`config.mk`:
```
export PLATFORM = sky130hd
export DESIGN_NAME = opnd_interlock
export DESIGN_NICKNAME = d
export VERILOG_FILES = /design/src/rtl/ilk_pkg.sv /design/src/rtl/ilk_history.sv /design/src/rtl/ilk_match.sv /design/src/rtl/ilk_struct.sv /design/src/rtl/opnd_interlock.sv
export SDC_FILE = /design/constraint.sdc
export NUM_CORES = 1
export LEC_CHECK = 0
export ABC_AREA = 1
export BUFFER_PORTS_ARGS = -buffer_cell sky130_fd_sc_hd__buf_2
export CAP_MARGIN = 20
export CORE_MARGIN = 3
export CORE_UTILIZATION = 35
export DETAILED_ROUTE_END_ITERATION = 6
export PLACE_DENSITY_LB_ADDON = 0.2
export SLEW_MARGIN = 20
export SYNTH_ARGS = -nofsm -noshare
export SYNTH_HDL_FRONTEND = slang
export SYNTH_HIERARCHICAL = 1
export SYNTH_SLANG_ARGS = --single-unit
```
`constraint.sdc`:
```
create_clock -name clk -period 3.9 [get_ports clk]
set_clock_uncertainty 0.2 [all_clocks]
set_input_delay 0.78 -clock clk [delete_from_list [all_inputs] [get_ports clk]]
set_output_delay 0.78 -clock clk [all_outputs]
set_load 0.005 [all_outputs]
```
`src/rtl/ilk_pkg.sv`:
```
package ilk_pkg;

  typedef enum logic [1:0] {
    KIND_E2_READY = 2'd0,
    KIND_LOAD     = 2'd1,
    KIND_LMW_PEN  = 2'd2,
    KIND_LOAD_ALT = 2'd3
  } prod_kind_e;

  // longest issue distance of any producer/consumer pair
  localparam int MAX_DIST = 3;

  // issue distance needed between a producer of kind k and a consumer
  // operand first used in E2 (late = 1) or in E1 (late = 0)
  function automatic int need_dist(input prod_kind_e k, input logic late);
    int d;
    case (k)
      KIND_E2_READY, KIND_LMW_PEN: d = late ? 1 : 2;
      default:                     d = late ? 2 : MAX_DIST;
    endcase
    return d;
  endfunction

endpackage

```
`src/rtl/ilk_history.sv`:
```
module ilk_history
  import ilk_pkg::*;
#(
  parameter int REG_W = 5,
  parameter int DEPTH = 2
) (
  input  logic             clk,
  input  logic             rst_n,
  input  logic             flush,
  input  logic             push_vld,
  input  logic [REG_W-1:0] push_dst,
  input  prod_kind_e       push_kind,
  output logic [DEPTH-1:0] slot_vld,
  output logic [REG_W-1:0] slot_dst  [DEPTH],
  output prod_kind_e       slot_kind [DEPTH]
);

  // slot i holds the instruction issued i+1 cycles ago
  for (genvar i = 0; i < DEPTH; i++) begin : g_slot
    if (i == 0) begin : g_head
      always_ff @(posedge clk) begin
        if (!rst_n || flush) begin
          slot_vld[0]  <= 1'b0;
          slot_dst[0]  <= '0;
          slot_kind[0] <= KIND_E2_READY;
        end else begin
          slot_vld[0]  <= push_vld;
          slot_dst[0]  <= push_dst;
          slot_kind[0] <= push_kind;
        end
      end
    end else begin : g_tail
      always_ff @(posedge clk) begin
        if (!rst_n || flush) begin
          slot_vld[i]  <= 1'b0;
          slot_dst[i]  <= '0;
          slot_kind[i] <= KIND_E2_READY;
        end else begin
          slot_vld[i]  <= slot_vld[i-1];
          slot_dst[i]  <= slot_dst[i-1];
          slot_kind[i] <= slot_kind[i-1];
        end
      end
    end
  end

  AST_FLUSH_EMPTIES: assert property (@(posedge clk) disable iff (!rst_n)
    flush |=> (slot_vld == '0));

endmodule

```
`src/rtl/ilk_match.sv`:
```
module ilk_match
  import ilk_pkg::*;
#(
  parameter int REG_W = 5,
  parameter int DEPTH = 2
) (
  input  logic             src_vld,
  input  logic [REG_W-1:0] src_reg,
  input  logic             src_late,
  input  logic [DEPTH-1:0] slot_vld,
  input  logic [REG_W-1:0] slot_dst  [DEPTH],
  input  prod_kind_e       slot_kind [DEPTH],
  output logic             hazard
);

  logic src_live;
  assign src_live = src_vld && (src_reg != '0);

  // a match is a hazard while its age (slot index + 1) is below the distance
  always_comb begin
    hazard = 1'b0;
    for (int i = 0; i < DEPTH; i++) begin
      if (src_live && slot_vld[i] && (slot_dst[i] == src_reg) &&
          ((i + 1) < need_dist(slot_kind[i], src_late)))
        hazard = 1'b1;
    end
  end

endmodule

```
`src/rtl/ilk_struct.sv`:
```
module ilk_struct #(
  parameter int DATA_W = 32
) (
  input  logic              clk,
  input  logic              rst_n,
  input  logic              flush,
  input  logic              issue_go,
  input  logic              iss_mul,
  input  logic              iss_div,
  input  logic [DATA_W-1:0] div_operand,
  output logic              struct_block
);

  localparam int CNT_W = $clog2(DATA_W + 3);

  // cycles the divider holds E2: bit length of |dividend| plus two
  function automatic int div_hold(input logic [DATA_W-1:0] a);
    logic [DATA_W-1:0] mag;
    int len;
    mag = a[DATA_W-1] ? (~a + DATA_W'(1)) : a;
    len = 0;
    for (int i = 0; i < DATA_W; i++)
      if (mag[i]) len = i + 1;
    return len + 2;
  endfunction

  logic             mul_block;
  logic [CNT_W-1:0] div_cnt;
  logic             div_busy;

  assign div_busy     = (div_cnt != '0);
  assign struct_block = mul_block | div_busy;

  always_ff @(posedge clk) begin
    if (!rst_n || flush) begin
      mul_block <= 1'b0;
      div_cnt   <= '0;
    end else begin
      mul_block <= issue_go & iss_mul;
      if (issue_go && iss_div)
        div_cnt <= CNT_W'(div_hold(div_operand) - 1);
      else if (div_busy)
        div_cnt <= div_cnt - CNT_W'(1);
    end
  end

  AST_MUL_SINGLE: assert property (@(posedge clk) disable iff (!rst_n)
    mul_block |=> !mul_block);
  AST_DIV_COUNT_DOWN: assert property (@(posedge clk) disable iff (!rst_n)
    (div_busy && !flush) |=> (div_cnt == $past(div_cnt) - CNT_W'(1)));
  AST_DIV_BOUND: assert property (@(posedge clk) disable iff (!rst_n)
    div_cnt <= CNT_W'(DATA_W + 1));
  AST_FLUSH_FREES: assert property (@(posedge clk) disable iff (!rst_n)
    flush |=> !struct_block);

endmodule

```
`src/rtl/opnd_interlock.sv`:
```
module opnd_interlock
  import ilk_pkg::*;
#(
  parameter int REG_W   = 5,
  parameter int NUM_SRC = 3,
  parameter int DATA_W  = 32
) (
  input  logic                     clk,
  input  logic                     rst_n,
  input  logic                     flush,
  input  logic                     iss_valid,
  input  logic [NUM_SRC-1:0]       src_vld,
  input  logic [NUM_SRC*REG_W-1:0] src_reg,
  input  logic [NUM_SRC-1:0]       src_late,
  input  logic                     dst_vld,
  input  logic [REG_W-1:0]         dst_reg,
  input  logic [1:0]               dst_kind,
  input  logic                     iss_mul,
  input  logic                     iss_div,
  input  logic [DATA_W-1:0]        div_operand,
  output logic                     stall,
  output logic                     issue_go
);

  localparam int DEPTH = MAX_DIST - 1;

  logic [DEPTH-1:0]   slot_vld;
  logic [REG_W-1:0]   slot_dst  [DEPTH];
  prod_kind_e         slot_kind [DEPTH];
  logic [NUM_SRC-1:0] src_haz;
  logic               raw_hazard;
  logic               struct_block;
  logic               push_vld;

  assign push_vld = issue_go && dst_vld && (dst_reg != '0);

  ilk_history #(.REG_W(REG_W), .DEPTH(DEPTH)) u_hist (
    .clk       (clk),
    .rst_n     (rst_n),
    .flush     (flush),
    .push_vld  (push_vld),
    .push_dst  (dst_reg),
    .push_kind (prod_kind_e'(dst_kind)),
    .slot_vld  (slot_vld),
    .slot_dst  (slot_dst),
    .slot_kind (slot_kind)
  );

  for (genvar g = 0; g < NUM_SRC; g++) begin : g_src
    ilk_match #(.REG_W(REG_W), .DEPTH(DEPTH)) u_match (
      .src_vld   (src_vld[g]),
      .src_reg   (src_reg[g*REG_W +: REG_W]),
      .src_late  (src_late[g]),
      .slot_vld  (slot_vld),
      .slot_dst  (slot_dst),
      .slot_kind (slot_kind),
      .hazard    (src_haz[g])
    );
  end

  ilk_struct #(.DATA_W(DATA_W)) u_struct (
    .clk          (clk),
    .rst_n        (rst_n),
    .flush        (flush),
    .issue_go     (issue_go),
    .iss_mul      (iss_mul),
    .iss_div      (iss_div),
    .div_operand  (div_operand),
    .struct_block (struct_block)
  );

  assign raw_hazard = |src_haz;
  assign stall      = iss_valid & ~flush & (raw_hazard | struct_block);
  assign issue_go   = iss_valid & ~flush & ~raw_hazard & ~struct_block;

  AST_STALL_BLOCKS_ISSUE: assert property (@(posedge clk) disable iff (!rst_n)
    stall |-> !issue_go);
  AST_FLUSH_QUIET: assert property (@(posedge clk) disable iff (!rst_n)
    flush |-> (!stall && !issue_go));

endmodule

```
Word level (Yosys, flattened, before mapping)
Cells that the tools add are included.
- multiply operators: 0
- div/mod/pow operators: 0
- shifts and indexed selects: 0
- bitwise gates (word level): 11
- reductions and logical operators: 37
- add/subtract/negate cells: 4
- order comparisons: 6
- equality and inequality tests: 8
- muxes and demuxes: 55
- operator list (cell ; count):
    32-bit 2-to-1 mux ; 7
    2-bit by 32-bit < comparator with 1-bit output, first input constant ; 3
    3-bit by 32-bit < comparator with 1-bit output, first input constant ; 3
    5-bit 2-to-1 mux ; 16
    32-bit by 1-bit adder with 32-bit output, second input constant ; 1
    4-bit 2-to-1 mux ; 8
    32-bit inverter ; 1
    5-bit equality test ; 6
    6-bit 2-to-1 mux ; 5
    1-bit logical AND ; 24
    5-bit nonzero test ; 4
    3-bit 2-to-1 mux ; 4
    1-bit 2-to-1 mux ; 10
    2-bit 2-to-1 mux ; 5
    6-bit by 3-bit adder with 6-bit output, second input constant ; 1
    6-bit nonzero test ; 1
    6-bit by 1-bit subtractor with 6-bit output, second input constant ; 1
    6-bit by 2-bit subtractor with 6-bit output, second input constant ; 1
    1-bit bitwise AND ; 5
    2-bit equality test, second input constant ; 2
    2-bit logical NOT ; 2
    2-bit OR reduction ; 2
    1-bit inverter ; 3
    3-bit OR reduction ; 1
    other kinds (4) ; 5
- logic and storage cells: 129
- output and inout bits: 2
- latch bits: 0
- bits in writable memories: 0
- memories kept: 0
- register bits: 23
- bits in read-only memories: 0
- input bits: 67

Logic depth before layout (Yosys ltp)
- depth after elaboration: 40
- mapped depth: 42
- mapped depth without buffers: 42

Hierarchy
The synthesis kept the hierarchy.
- modules (own cells, without submodules) (module ; seq. area each (um^2) ; area each (um^2) ; instances ; cells each):
    ilk_struct ; 140.1 ; 1689.1 ; 1 ; 313
    ilk_match ; 0.0 ; 240.2 ; 3 ; 59
    ilk_history ; 320.3 ; 496.7 ; 1 ; 51
    opnd_interlock ; 0.0 ; 62.6 ; 1 ; 13

Least setup slack after synthesis
No wires, ideal clock.
- path kind: input -> register
- from: in div_operand[0]
- to: reg u_struct.div_cnt[1]
- stages on the path: 31
- path slack: 200 ps
- path buffers: 0
- arrival: 3366 ps
- data required time: 3567 ps
- setup time: 133 ps
- cells stage by stage: inv_1 > ha_1 > nand4_1 > nor3_2 > nand2_1 > o21ai_0 > xor2_1 > nand2_1 > nand2_1 > nand2_1 > nand2_1 > nand2_1 > nand2_1 > nand2_1 > nand2_1 > nand2_1 > nand2_1 > nand2_1 > nand2_1 > nand2_1 > nand2_1 > nand2_1 > nand2_1 > nand2_1 > nand2_1 > nand2_1 > nand2_1 > inv_1 > ha_1 > a211oi_1 > a211oi_1
- word-level cells in the longest chain between the ends: 40
- ends and longest elaborated chain (what ; RTL line ; RTL):
    start, declared ; opnd_interlock.sv:20 ; input logic [DATA_W-1:0] div_operand,
    32-bit inverter ; ilk_struct.sv:20 ; mag = a[DATA_W-1] ? (~a + DATA_W'(1)) : a;
    32-bit by 1-bit adder with 32-bit output ; ilk_struct.sv:20 ;
    32-bit 2-to-1 mux (*) ; ilk_struct.sv:20 ;
    1-bit 2-to-1 mux ; ilk_struct.sv:23 ; if (mag[i]) len = i + 1;
    2-bit 2-to-1 mux (2 in a row) ; ilk_struct.sv:23 ;
    3-bit 2-to-1 mux (4 in a row) ; ilk_struct.sv:23 ;
    4-bit 2-to-1 mux (8 in a row) ; ilk_struct.sv:23 ;
    5-bit 2-to-1 mux (16 in a row) ; ilk_struct.sv:23 ;
    6-bit 2-to-1 mux (*) ; ilk_struct.sv:23 ;
    6-bit 2-to-1 mux (*) ; ilk_struct.sv:40 ; if (issue_go && iss_div)
    6-bit 2-to-1 mux (*) ; ilk_struct.sv:35 ; if (!rst_n || flush) begin
    6-bit by 3-bit adder with 6-bit output (*) ; ilk_struct.sv:24 ; return len + 2;
    6-bit by 2-bit subtractor with 6-bit output (*) ; ilk_struct.sv:41 ; div_cnt <= CNT_W'(div_hold(div_operand) - 1);
    6-bit 2-to-1 mux (*) ; ilk_struct.sv:40 ;
    end signal, assigned ; ilk_struct.sv:41 ;
    end signal, assigned ; ilk_struct.sv:43 ; div_cnt <= div_cnt - CNT_W'(1);
    end, declared ; ilk_struct.sv:28 ; logic [CNT_W-1:0] div_cnt;
Every way passes the cells marked *; elsewhere a longest branch is shown, timed or not. The select of a mux whose other input is x is not followed.
A chain may end at the register's enable or synchronous reset.

Final worst setup path
Same ends and word-level chain as after synthesis.

==> key figures <==
Outcome
  • Status: finished, final reports clean

CTS
  • Max Root-Sink Buffers: 2
  • CTS Buf Count: 3
  • H-tree levels: 1
  • CTS tree: built
  • Clk pin slew, worst setup/hold paths: 80 ps
  • Clk_lat worst skew: 260 ps
  • Clk root buf: clkbuf_8
  • TritonCTS sink count: 21
  • CTS Hold Buffers Added: 0

Floorplan
  • Die height: 97.25 µm
  • Die X: 97.25 µm
  • Row count: 32
  • Initial Util: 36.94%
  • Top Ports: 69
  • Total core area: 0.007888 mm²
  • Full die area: 0.009457 mm²

Setup path
  • R2R Path Start: u_struct/div_cnt[1]$_SDFFE_PP0P_
  • Critical Path RT: 3840 ps
  • CP Capture Type: register
  • Arrival @ worst endpoint: 3640 ps
  • Worst-path fanout max: 4
  • R2R setup slack: 790 ps
  • Buf/Inv on CP: 6
  • Cells on worst reg2reg path: 19
  • Max incr delay on CP: 280 ps
  • WS Path Type: input port to register
  • Crit Reg-Reg Endpoint: u_struct/div_cnt[5]$_SDFFE_PP0P_
  • Crit-path slowest cell: xnor2_1
  • Crit path cell chain: buf_8 > inv_4 > ha_4 > nand4_1 > nor3_2 > nand2_2 > inv_2 > nand3_2 > nor3_2 > inv_2 > nor3_4 > buf_4 > a21oi_1 > xnor2_1 > nand2_2 > a31o_1 > nand2_1 > inv_1 > ha_4 > a211oi_2 > a211oi_2
  • Setup crit start kind: input port
  • CP delay by family, top: simple AND/OR/NAND/NOR gates

STA
  • Min Clock Period, post-route: 3700 ps
  • Hold Fails Final Rpt: 0
  • RSZ-0062 raised after global routing: yes
  • Final worst path period share: 94.88%
  • Fmax: 270.2 MHz
  • Worst rel slew slack: 74.13%
  • Slew @ Worst Pin: 386.6 ps
  • Hold WS: 285.9 ps
  • Final setup violation count: 0
  • Pins Over Slew Limit: 0

Final layout
  • Area occupied by registers: 420.4 µm²
  • Most frequent cells in the layout: nand2_1 (172), inv_1 (111), buf_2 (65), nor2_1 (55), nand3_1 (27)
  • Footprint of the multi-input gates: 0.002083 mm²
  • Fill cells: 842
  • P&R area growth vs syn: 28.51%
  • Diodes inserted: 0
  • Nets: 711
  • Share of cells above drive strength 1: 29.22%
  • Most common cell after layout, fill and taps aside: nand2_1
  • Final cell count without fillers: 742

Min path
  • Hold path start: u_hist/slot_kind[2]$_SDFF_PP0_
  • Worst Hold Depth: 2
  • Hold Path End: u_hist/slot_kind[0]$_SDFF_PP0_
  • Hold crit path type: register to register

Synth
  • Warnings, synthesis: 6
  • Synthesized Nets: 618
  • Synthesized cell area: 0.002914 mm²
  • Syn avg cell area: 5.318 µm²
  • Cells after Synth: 548

Placed design
  • Post-Place Cells: 734
  • Buffers on Ports: 67
  • Routability cong.: 0.8500
  • Detail Placement HPWL: 5.976 mm

Power
  • Pwr Total: 977.0 µW
  • Comb power frac: 58.3%
  • Switching Power: 427.0 µW
  • LEAKAGE: 0.002009 µW
  • Internal power: 550.0 µW
  • Switching Share: 43.71%
  • Maximum VDD drop: 0.1426 mV
  • Clock share of power: 14.6%
  • Seq pwr share: 27.2%
  • Power Dens Cells: 260.9 mW/mm²

Drt
  • DR WL/cell: 9.435 µm
  • First-pass iteration count of the detailed router: 5
  • Initial drt markers: 85
  • DR vias/cell: 4.407
  • Antenna Nets Post-Route: 0
  • DR DRC count: 0
  • Routed vias: 3270
  • Final wirelength: 7.001 mm

Global routing
  • Largest net degree at the start of global routing: 16
  • Total grt overflow: 0
  • Total track usage: 14.55%
  • Initial antenna violation count: 0
  • Number of global-route vias before repair: 2963
  • First-pass GRT wire length: 12.09 mm

Job
  • MaxCap Viol Count: 0
==> registers in the layout, summed over array words and instances (netlist names) <==
name,flops
u_struct/div_cnt,6
u_hist/slot_vld,2
u_struct/mul_block,1
u_hist/slot_kind,2
u_hist/slot_dst,10
==> metrics by stage <==
stage	area, µm²	TNS [ps]	util, %	setup slack (ps)
after floorplan	2914	0	-	200.4
after global placement	3506	-398.2	44.45	-145.5
after detailed placement	3506	-542.6	44.45	-181.1
after CTS	3552	0	45.03	88.68
after global routing	3745	-322.6	47.48	-112.7
final	3745	0	47.48	199.6
==> worst reg2reg max path: stages (launching register included) <==
cell and delay [ps]:
dfxtp_1 300, inv_1 100, ha_1 170, nand2_1 80, nor2_1 90, inv_1 50
nor2_1 90, inv_1 60, nor2_1 150, inv_1 70, or2_2 280, nor2_2 130
nand3_1 130, inv_1 150, nand2_1 170, inv_1 230, nor2_1 160, nor2_1 180
o21ai_0 110, a31oi_1 140
==> what timing repair did <==
action / 4_1_cts / 5_1_grt
gates resized for setup: 0 / 39
endpoints found under the setup margin: 0 / 4
buffers inserted: 0 / 4
==> final cells by class <==
cell class,instances,area share (%)
multi-input cells,388,55.63
repair buffers,93,14.93
inverters,134,13.56
flip-flops and latches,21,11.23
well taps,102,3.408
clock buffers,3,1.103
clock inverters,1,0.1336
==> worst max path at each step <==
| stage | end | from | depth (start not counted) | slack [ps] |
|---|---|---|---|---|
| after floorplan | u_struct/div_cnt[1]$_SDFFE_PP0P_ | div_operand[0] | 31 | 200 |
| after detailed placement | u_struct/div_cnt[2]$_SDFFE_PP0P_ | div_operand[0] | 33 | -180 |
| final | u_struct/div_cnt[1]$_SDFFE_PP0P_ | div_operand[0] | 21 | 200 |
| after CTS | u_struct/div_cnt[1]$_SDFFE_PP0P_ | div_operand[0] | 32 | 90 |
| after global routing | u_struct/div_cnt[1]$_SDFFE_PP0P_ | div_operand[1] | 40 | -110 |
| after global placement | u_struct/div_cnt[1]$_SDFFE_PP0P_ | div_operand[0] | 32 | -150 |
==> per-layer routing <==
layer  track usage (%)  vias up  wire (µm)
li1                  -     1811          -
met1             19.37     1389       3439
met2             25.21       59       3179
met3             1.795       11        291
met4             3.088        0         91
met5                 0        -          0
==> power groups by stage <==
stage,combinational (µW),sequential (µW),clock [µW]
after floorplan,386,265,0
after global placement,525,270,0
after detailed placement,531,271,0
after CTS,535,265,146
after global routing,660,271,153
final,569,265,142
Note: power is estimated with default switching activity, not from simulation.
